`src/rtl/svol_pkg.sv`:
```
package svol_pkg;

    localparam int MANT_FRAC     = 15;
    localparam int MANT_W        = MANT_FRAC + 2;
    localparam int STEPS_PER_OCT = 12;
    localparam int GAIN_SH_W     = 6;

    typedef enum logic [1:0] {
        LVL_HOLD = 2'd0,
        LVL_INC  = 2'd1,
        LVL_DEC  = 2'd2
    } lvl_dir_e;

    typedef struct packed {
        logic                 mute;
        logic [MANT_W-1:0]    mant;
        logic [GAIN_SH_W-1:0] shift;
    } gain_t;

    // 2^(-r/12) in unsigned Q1.15
    function automatic logic [MANT_W-1:0] mant_lut(input logic [3:0] r);
        logic [MANT_W-1:0] m;
        unique case (r)
            4'd0:    m = 17'd32768;
            4'd1:    m = 17'd30929;
            4'd2:    m = 17'd29193;
            4'd3:    m = 17'd27554;
            4'd4:    m = 17'd26008;
            4'd5:    m = 17'd24548;
            4'd6:    m = 17'd23170;
            4'd7:    m = 17'd21870;
            4'd8:    m = 17'd20643;
            4'd9:    m = 17'd19484;
            4'd10:   m = 17'd18390;
            4'd11:   m = 17'd17358;
            default: m = 17'd32768;
        endcase
        return m;
    endfunction

endpackage

```
`src/rtl/svol_ramp.sv`:
```
module svol_ramp
    import svol_pkg::*;
#(
    parameter int CODE_W          = 8,
    parameter int FRAMES_PER_STEP = 4
) (
    input  logic              clk,
    input  logic              rst,
    input  logic              frame_strb,
    input  logic [CODE_W-1:0] target,
    output logic [CODE_W-1:0] lvl
);

    localparam int CNT_W = (FRAMES_PER_STEP > 1) ? $clog2(FRAMES_PER_STEP) : 1;
    localparam logic [CNT_W-1:0] CNT_LAST = CNT_W'(FRAMES_PER_STEP - 1);

    logic [CNT_W-1:0] dwell_cnt;
    lvl_dir_e         dir;

    always_comb begin
        if (lvl < target)      dir = LVL_INC;
        else if (lvl > target) dir = LVL_DEC;
        else                   dir = LVL_HOLD;
    end

    always_ff @(posedge clk) begin
        if (rst) begin
            lvl       <= target;
            dwell_cnt <= '0;
        end else if (frame_strb) begin
            if (dir == LVL_HOLD) begin
                dwell_cnt <= '0;
            end else if (dwell_cnt == CNT_LAST) begin
                dwell_cnt <= '0;
                lvl       <= (dir == LVL_INC) ? lvl + CODE_W'(1) : lvl - CODE_W'(1);
            end else begin
                dwell_cnt <= dwell_cnt + CNT_W'(1);
            end
        end
    end

    // no movement without a strobe
    assert_hold_no_strobe_R4: assert property (@(posedge clk) disable iff (rst)
        !frame_strb |=> $stable(lvl));

    // moves are single codes
    assert_unit_step_R4: assert property (@(posedge clk) disable iff (rst)
        frame_strb |=> (lvl == $past(lvl)) || (lvl == $past(lvl) + CODE_W'(1))
                       || (lvl == $past(lvl) - CODE_W'(1)));

    // a code is left only after its full dwell
    assert_dwell_R5: assert property (@(posedge clk) disable iff (rst)
        (frame_strb && dwell_cnt != CNT_LAST) |=> $stable(lvl));

    // never walks away from a lower target
    assert_toward_lower_R8: assert property (@(posedge clk) disable iff (rst)
        (frame_strb && lvl > target) |=> lvl <= $past(lvl));

endmodule

```
`src/rtl/svol_gain.sv`:
```
module svol_gain
    import svol_pkg::*;
#(
    parameter int SMP_W      = 24,
    parameter int CODE_W     = 8,
    parameter int UNITY_CODE = 62
) (
    input  logic                    clk,
    input  logic                    rst,
    input  logic [CODE_W-1:0]       lvl,
    input  logic signed [SMP_W-1:0] smp_in,
    output logic signed [SMP_W-1:0] smp_out
);

    localparam int OCT_K    = (UNITY_CODE + STEPS_PER_OCT - 1) / STEPS_PER_OCT;
    localparam int BIAS     = OCT_K * STEPS_PER_OCT - UNITY_CODE;
    localparam int PROD_W   = SMP_W + MANT_W;
    localparam int MUTE_LVL = (2 ** CODE_W) - 1;
    localparam logic signed [PROD_W-1:0] LIM_HI = PROD_W'((2 ** (SMP_W - 1)) - 1);
    localparam logic signed [PROD_W-1:0] LIM_LO = -LIM_HI - PROD_W'(1);
    localparam logic signed [SMP_W-1:0]  OUT_HI = {1'b0, {(SMP_W-1){1'b1}}};
    localparam logic signed [SMP_W-1:0]  OUT_LO = {1'b1, {(SMP_W-1){1'b0}}};

    gain_t                    g;
    int                       pos;
    logic signed [PROD_W-1:0] prod;
    logic signed [PROD_W-1:0] scaled;
    logic signed [SMP_W-1:0]  sat_v;

    always_comb begin
        pos     = int'(lvl) + BIAS;
        g.mute  = (lvl == CODE_W'(MUTE_LVL));
        g.mant  = mant_lut(4'(pos % STEPS_PER_OCT));
        g.shift = GAIN_SH_W'(pos / STEPS_PER_OCT + MANT_FRAC - OCT_K);
    end

    assign prod   = smp_in * $signed(g.mant);
    assign scaled = prod >>> g.shift;

    always_comb begin
        if (g.mute)               sat_v = '0;
        else if (scaled > LIM_HI) sat_v = OUT_HI;
        else if (scaled < LIM_LO) sat_v = OUT_LO;
        else                      sat_v = scaled[SMP_W-1:0];
    end

    always_ff @(posedge clk) begin
        if (rst) smp_out <= '0;
        else     smp_out <= sat_v;
    end

    assert_unity_pass_R1: assert property (@(posedge clk) disable iff (rst)
        (lvl == CODE_W'(UNITY_CODE)) |=> smp_out == $past(smp_in));

    assert_silence_R2: assert property (@(posedge clk) disable iff (rst)
        (lvl == CODE_W'(MUTE_LVL)) |=> smp_out == '0);

    assert_no_overflow_R3: assert property (@(posedge clk) disable iff (rst)
        (lvl <= CODE_W'(UNITY_CODE) && smp_in >= 0) |=> smp_out >= $past(smp_in));

    assert_no_underflow_R3: assert property (@(posedge clk) disable iff (rst)
        (lvl <= CODE_W'(UNITY_CODE) && smp_in < 0) |=> smp_out <= $past(smp_in));

endmodule

```
`src/rtl/stereo_soft_vol.sv`:
```
module stereo_soft_vol
    import svol_pkg::*;
#(
    parameter int SMP_W           = 24,
    parameter int CODE_W          = 8,
    parameter int FRAMES_PER_STEP = 4,
    parameter int UNITY_CODE      = 62
) (
    input  logic              clk,
    input  logic              rst,
    input  logic              frame_strb,
    input  logic              link_lr,
    input  logic              mute_req,
    input  logic [CODE_W-1:0] code_l,
    input  logic [CODE_W-1:0] code_r,
    input  logic [SMP_W-1:0]  smp_l_in,
    input  logic [SMP_W-1:0]  smp_r_in,
    output logic [SMP_W-1:0]  smp_l_out,
    output logic [SMP_W-1:0]  smp_r_out
);

    localparam int NCH = 2;
    localparam logic [CODE_W-1:0] MUTE_LVL = {CODE_W{1'b1}};

    logic [CODE_W-1:0]       tgt_arr [NCH];
    logic [CODE_W-1:0]       lvl_arr [NCH];
    logic signed [SMP_W-1:0] in_arr  [NCH];
    logic signed [SMP_W-1:0] out_arr [NCH];

    assign in_arr[0] = smp_l_in;
    assign in_arr[1] = smp_r_in;
    assign smp_l_out = out_arr[0];
    assign smp_r_out = out_arr[1];

    for (genvar ch = 0; ch < NCH; ch++) begin : g_chan
        always_comb begin
            if (mute_req)                tgt_arr[ch] = MUTE_LVL;
            else if (ch == 0 || link_lr) tgt_arr[ch] = code_l;
            else                         tgt_arr[ch] = code_r;
        end

        svol_ramp #(
            .CODE_W          (CODE_W),
            .FRAMES_PER_STEP (FRAMES_PER_STEP)
        ) ramp_i (
            .clk        (clk),
            .rst        (rst),
            .frame_strb (frame_strb),
            .target     (tgt_arr[ch]),
            .lvl        (lvl_arr[ch])
        );

        svol_gain #(
            .SMP_W      (SMP_W),
            .CODE_W     (CODE_W),
            .UNITY_CODE (UNITY_CODE)
        ) gain_i (
            .clk     (clk),
            .rst     (rst),
            .lvl     (lvl_arr[ch]),
            .smp_in  (in_arr[ch]),
            .smp_out (out_arr[ch])
        );

        // while muting, the level only rises toward silence
        assert_mute_rises_R7: assert property (@(posedge clk) disable iff (rst)
            (mute_req && frame_strb) |=> lvl_arr[ch] >= $past(lvl_arr[ch]));
    end

    // when linked and not muting, the right channel never walks away from code_l
    assert_link_follow_R6: assert property (@(posedge clk) disable iff (rst)
        (link_lr && !mute_req && frame_strb && lvl_arr[1] < code_l)
            |=> lvl_arr[1] >= $past(lvl_arr[1]));

endmodule

```
`config.mk`:
```
export PLATFORM = sky130hd
export DESIGN_NAME = stereo_soft_vol
export DESIGN_NICKNAME = d
export VERILOG_FILES = /design/src/rtl/svol_pkg.sv /design/src/rtl/svol_ramp.sv /design/src/rtl/svol_gain.sv /design/src/rtl/stereo_soft_vol.sv
export SDC_FILE = /design/constraint.sdc
export NUM_CORES = 2
export LEC_CHECK = 0
export BUFFER_PORTS_ARGS = -buffer_cell sky130_fd_sc_hd__buf_2
export CAP_MARGIN = 20
export CORE_MARGIN = 8
export CORE_UTILIZATION = 30
export CTS_CLUSTER_DIAMETER = 200
export DETAILED_ROUTE_END_ITERATION = 10
export GPL_ROUTABILITY_DRIVEN = 0
export PLACE_DENSITY = 0.5
export SLEW_MARGIN = 20
export SYNTH_ARGS = -nofsm -noshare
export SYNTH_HDL_FRONTEND = slang
export SYNTH_SLANG_ARGS = --single-unit
```
`constraint.sdc`:
```
create_clock -name clk -period 21.9 [get_ports clk]
set_input_delay 3.285 -clock clk [delete_from_list [all_inputs] [get_ports clk]]
set_output_delay 3.285 -clock clk [all_outputs]
set_load 0.01 [all_outputs]
```
# --- Yosys cells after proc, flatten, opt, wreduce, memory -nomap -nowiden ---
# Memories as Yosys holds them, arrays and structs flattened.
# Cells that the tools add are included.
word_totals:
  regBits: 68
  latchBits: 0
  mem_bits_rw: 0
  romBits: 512
  input_bits: 69
  out_inout_bits: 48
  elab_cells: 82
  memories: 2
op_classes:
  addsub: 12
  multipliers: 2
  div: 4
  magnitude_cmp: 8
  n_eq_ne: 8
  n_shift: 2
  mux: 25
  bitwise_logic: 0
  n_reduce_logical: 11
mem_list:
  columns: ["memory", "words", "word_bits", "read_ports", "rd_ports_with_merged_regs", "write_ports", "line", "rtl"]
  rows:
  - ["(name not given)", 16, 16, 1, 0, 0, "svol_pkg.sv:23", "unique case (r)"]
  - ["(name not given)", 16, 16, 1, 0, 0, "svol_pkg.sv:23", null]
op_table:
  columns: ["op", "count"]
  rows:
  - ["$mux W8", 13]
  - ["$gt A41 B24 Y1 const B", 2]
  - ["$lt A41 B24 Y1 const B", 2]
  - ["$mul A24 B17 Y41", 2]
  - ["$sshr A41 B6 Y41", 2]
  - ["$div A32 B5 Y32 const B", 2]
  - ["$mod A32 B5 Y32 const B", 2]
  - ["$mux W24", 2]
  - ["$mux W23", 2]
  - ["$add A8 B4 Y9 const B", 2]
  - ["$add A8 B1 Y8 const B", 2]
  - ["$eq A8 B8 Y1 const B", 2]
  - ["$gt A8 B8 Y1", 2]
  - ["$lt A8 B8 Y1", 2]
  - ["$mux W2", 8]
  - ["$sub A8 B1 Y8 const B", 2]
  - ["$add A6 B5 Y6 const B", 2]
  - ["$sub A6 B4 Y6 const B", 2]
  - ["$reduce_and A3 Y1", 2]
  - ["$reduce_bool A2 Y1", 3]
  - ["$reduce_or A3 Y1", 2]
  - ["$add A2 B1 Y2 const B", 2]
  - ["$eq A2 B1 Y1 const B", 2]
  - ["$eq A2 B2 Y1 const B", 2]
  - ["3 further kinds", 6]

# --- Longest topological paths before layout ---
depth:
  ltp_word: 11
  mapped_depth: 53
  mapped_depth_nobuf: 45

# --- Hierarchy ---
# A second synthesis with hierarchy kept.
unflattened:
  cells_unflattened: 4695
  hier_area_um2: 39665.5
by_module_without_submodules:
  columns: ["mod", "instances", "cells_each", "area_each_um2", "seq_area_each_um2"]
  rows:
  - ["svol_gain (g_chan[1].gain_i)", 1, 2246, 18973.2, 480.5]
  - ["svol_gain (g_chan[0].gain_i)", 1, 2203, 18556.5, 480.5]
  - ["svol_ramp", 2, 110, 970.9, 280.3]
  - ["stereo_soft_vol", 1, 26, 193.9, 0.0]

# --- Least setup slack after synthesis ---
# Ideal clock, no wire load.
synth_path:
  kind: "reg-to-reg"
  from: "register g_chan[1].ramp_i.lvl[1]"
  to: "register g_chan[1].gain_i.smp_out[16]"
  setup_ps: 127
  arrival_time_ps: 11794
  required_time_ps: 21773
  path_slack_ps: 9979
  path_stages_with_launch: 47
  n_path_buf: 7
  synth_period_minus_slack_ps: 11921
  path_cell_list: "edfxtp_1 -> ha_1 -> buf_2 -> or2_2 -> nand3_1 -> xnor2_1 -> ha_1 -> nand2b_1 -> and3_1 -> o2111a_1 -> o21ai_0 -> o311ai_1 -> a211o_2 -> inv_2 -> buf_4 -> buf_2 -> nand2_1 -> xor2_1 -> [... 11 more ...] -> fa_1 -> ha_1 -> a21o_1 -> a21oi_1 -> o21ai_0 -> or2_2 -> o21a_1 -> a31oi_1 -> xor2_1 -> clkbuf_1 -> nand2_1 -> o21ai_0 -> a211oi_1 -> or4b_1 -> o31ai_1 -> a31o_2 -> buf_6 -> o21ai_1"
synth_between:
  elab_chain_cells: 8
  elab_cells_between_ends: 14
  classes_between: "add/sub (3); mul (1); div (2); order compare (2); eq/ne (1); shift (1); mux (2); reduce/logical (1); memory (1)"
synth_lines:
  columns: ["item", "line", "rtl"]
  rows:
  - ["from (decl)", "svol_ramp.sv:11", "output logic [CODE_W-1:0] lvl"]
  - ["from (signal assigned)", "svol_ramp.sv:28", "lvl <= target;"]
  - ["from (signal assigned)", "svol_ramp.sv:35", "lvl <= (dir == LVL_INC) ? lvl + CODE_W'(1) : lvl - CODE_W'(1);"]
  - ["$add A8 B4 Y9", "svol_gain.sv:31", "pos = int'(lvl) + BIAS;"]
  - ["$mod A32 B5 Y32 / $div A32 B5 Y32 (equally long branches)", "svol_gain.sv:33, svol_gain.sv:34", null]
  - ["$mem_v2 Z16 W16 / $add A6 B5 Y6 (equally long branches)", null, null]
  - ["$mul A24 B17 Y41 / $sub A6 B4 Y6 (equally long branches)", "svol_gain.sv:37, svol_gain.sv:34", null]
  - ["$sshr A41 B6 Y41", "svol_gain.sv:38", "assign scaled = prod >>> g.shift;"]
  - ["$lt A41 B24 Y1", "svol_gain.sv:43", "else if (scaled < LIM_LO) sat_v = OUT_LO;"]
  - ["$mux W24", "svol_gain.sv:43", null]
  - ["$mux W23", "svol_gain.sv:42", "else if (scaled > LIM_HI) sat_v = OUT_HI;"]
  - ["to (signal assigned)", "svol_gain.sv:49", "else smp_out <= sat_v;"]
  - ["to (decl)", "svol_gain.sv:12", "output logic signed [SMP_W-1:0] smp_out"]
# Several ways; a longest one is shown, not always the timed one.
# A chain may end at the register's enable or synchronous reset.

# --- Worst setup path in the final report ---
layout_path:
  from: "register g_chan[1].ramp_i.lvl[1]"
  to: "register g_chan[1].gain_i.smp_out[2]"
# Same word-level chain as after synthesis.

==> summary.md <==
| Metric | Value |
|---|---|
| Outcome | finished clean |
| Gr ovfl total | 0 |
| Filler instances | 13.7k |
| Clock Latency Late Sink | 0.36 ns |
| Layout cells sized above 1 | 7.15% |
| Post-route core utilization | 32.3% |
| WP data required | 22.10 ns |
| Most frequent CP cell | fa_1 |
| Max Root-Sink Buffers | 2 |
| Post-route ant nets | 0 |
| Largest cells by area after synthesis | fa_1 39%, inv_1 8.8%, ha_1 8.1% |
| Slew HR | 27.2% |
| Hold buffers post-CTS | 0 |
| Worst EP arrival | 16.00 ns |
| Cell variety after synth | 110 |
| Syn_area_per_cell | 8.36 um^2 |
| Synth Register Bits | 68 |
| Die area | 142,000 um^2 |
| Placed Area | 41,400 um^2 |
| Starting Density | 30.2% |
| Slew @ Worst Pin | 1.09 ns |
| Worst hold-check path type | register to register |
| Crit path max-delay cell type | edfxtp_1 |
| Vias/cell | 4.95 |
| CTS Root Cell | clkbuf_16 |
| FMAX | 63.3 MHz |
| Cell Rows | 132 |
| DR vias | 31.5k |
| CTS tree | done |
| H-tree depth | 3 |
| Number of port buffers | 116 |
| Ys async rst share | 0% |
| Synth top area share | 38.8% |
| Clk slew on worst S/H paths | 0.07 ns |
| Synth-to-Final Area Change | 7.04% |
| Post-synth top area cell | fa_1 |
| Crit Path Class | register to register |
| Max_cap viols | 0 |
| DRT Pass-1 Iters | 6 |
| Antenna violations before repair | 1 |
| PostCTS Resize Cnt | 0 |
| Wire length per cell | 18.0 um |
| Num CTS Buffers | 9 |
| Postcts setup bufs | 0 |
| Core ar. | 129,000 um^2 |
| Count leader, synth | inv_1 |
| Number of flops mapped to enable cells by yosys | 16 |
| RSZ-0062 raised after global routing | no |
| Setup TNS | 0 ns |
| Final hold violations | 0 |
| Hold slack | 0.595 ns |
| Worst setup SP type | register |
| Synthesized cell area | 39,000 um^2 |
| Die width | 377 um |
| Ports | 117 |
| First-pass GRT wire length | 188,000 um |
| Endpoint class of the critical path | register |
| Vias in the first global route | 33.2k |
| Final nets | 5,689 |
| Starting DRT DRC Count | 1,890 |
| Routed wire length | 114,000 um |
| Critical path's largest stage delay | 0.96 ns |
| Layout Skew | 0.0148 ns |
| Syn nets | 5,742 |
| HPWL after detailed placement | 91,400 um |
| Final period util | 72.1% |
| Post-route DRC | 0 |
| Endpoints failing setup | 0 |
| Die Ht | 377 um |
| Ys Warns | 0 |
| Crit-path leading delay family | compound AO/OA/AOI/OAI gates |
| Pin count of the biggest net entering global routing | 51 |
| Peak fanout along the critical path | 42 |
| Min Tclk post-route | 15.79 ns |
| Dominant synthesized flop cell | dfxtp_1 |
| Top cells by count, synth | 918 x inv_1, 756 x fa_1, 569 x nand2_1, 344 x and2_1, 254 x ha_1 |
| Num Clock Sinks | 68 |
| Design Area, Final | 41,700 um^2 |
| Pins over their slew limit | 0 |
| Post-synthesis sequential area ratio | 3.90% |
| Synthesized instance count | 4,663 |
| Total Routing Usage GR | 16.3% |
| Buf+Inv Stages, Crit Path | 6 |
-- area by class of cell --
cell class	count	area (um^2)	share of cell area [%]
Multi-Input combinational cell	3443	33300	79.7
Clock inverter	7	98.8	0.237
Clock buffer	9	225	0.540
Inverter	920	3450	8.27
Tap cell	1742	2180	5.22
Timing Repair Buffer	168	975	2.33
Antenna cell	1	2.50	0.00599
Sequential cell	68	1520	3.64
-- metal layers --
metal  share of wire, %  up-vias  global-route usage, %
met1                 48    16000                   23.2
met2                 47      659                   27.6
met5                  0        -                      0
met3                3.4       88                   1.15
met4                1.5        0                   2.46
li1                   -    14700                      -
-- metrics by stage --
step | cells | setup slack (ns)
2_1_floorplan | 4663 | 9.98
6_report | 6358 | 6.11
3_5_place_dp | 6340 | 6.33
5_1_grt | 6357 | 5.10
4_1_cts | 6356 | 6.21
3_3_place_gp | 6340 | 6.75
-- worst register-to-register path, delay by kind of cell, from the launching register on --
kind / cells / cell delay [ns]
flops: 1 / 0.96
buf+inv: 6 / 1.37
compound gates: 15 / 4.94
xor+xnor: 2 / 1.05
fa+ha+maj: 9 / 3.98
simple gates: 9 / 2.53
mux: 2 / 0.80
-- path summary, 6_finish.rpt --
kind	from	cells past startpoint	slack (ns)	end
setup / recovery	g_chan[1].ramp_i.lvl[1]$_DFFE_PP_	43	6.11	g_chan[1].gain_i.smp_out[2]$_SDFF_PP0_
hold / removal	g_chan[1].ramp_i.dwell_cnt[1]$_SDFFE_PP0P_	3	0.59	g_chan[1].ramp_i.dwell_cnt[1]$_SDFFE_PP0P_
setup reg to reg	g_chan[1].ramp_i.lvl[1]$_DFFE_PP_	43	6.11	g_chan[1].gain_i.smp_out[2]$_SDFF_PP0_
hold reg to reg	g_chan[1].ramp_i.dwell_cnt[1]$_SDFFE_PP0P_	3	0.59	g_chan[1].ramp_i.dwell_cnt[1]$_SDFFE_PP0P_
-- flip-flops by register name (all words and copies together), names as in the netlist --
| name | cells |
|---|---|
| g_chan.ramp_i.dwell_cnt | 4 |
| g_chan.ramp_i.lvl | 16 |
| g_chan.gain_i.smp_out | 48 |
-- cell usage in the layout (no fill, tap or decap), types with 52 or more instances in the layout --
cell / count
and2_1: 344
nor2_1: 201
ha_1: 254
mux2i_1: 81
a21oi_1: 163
nand2_1: 569
dfxtp_1: 52
inv_1: 918
xnor2_1: 85
fa_1: 756
buf_2: 116
o21ai_0: 148
-- logic make-up (layout without fill, tap and decap cells) --
logic type                 count (synthesis)  after routing  share of synthesized area, %
muxes                                    133            133                          4.04
other                                      0              1                             0
xor gates and xnor gates                 119            119                          2.76
AOI/OAI and AO/OA                        791            791                          13.6
and+or+nand+nor                         1390           1390                          17.3
adders and majority gates               1010           1010                          47.0
buffers and inverters                   1152           1104                          11.4
DFF                                       68             68                          3.90
Power is not shown: default switching activity piles up to over one toggle a cycle in this logic, so the estimate is an artifact.
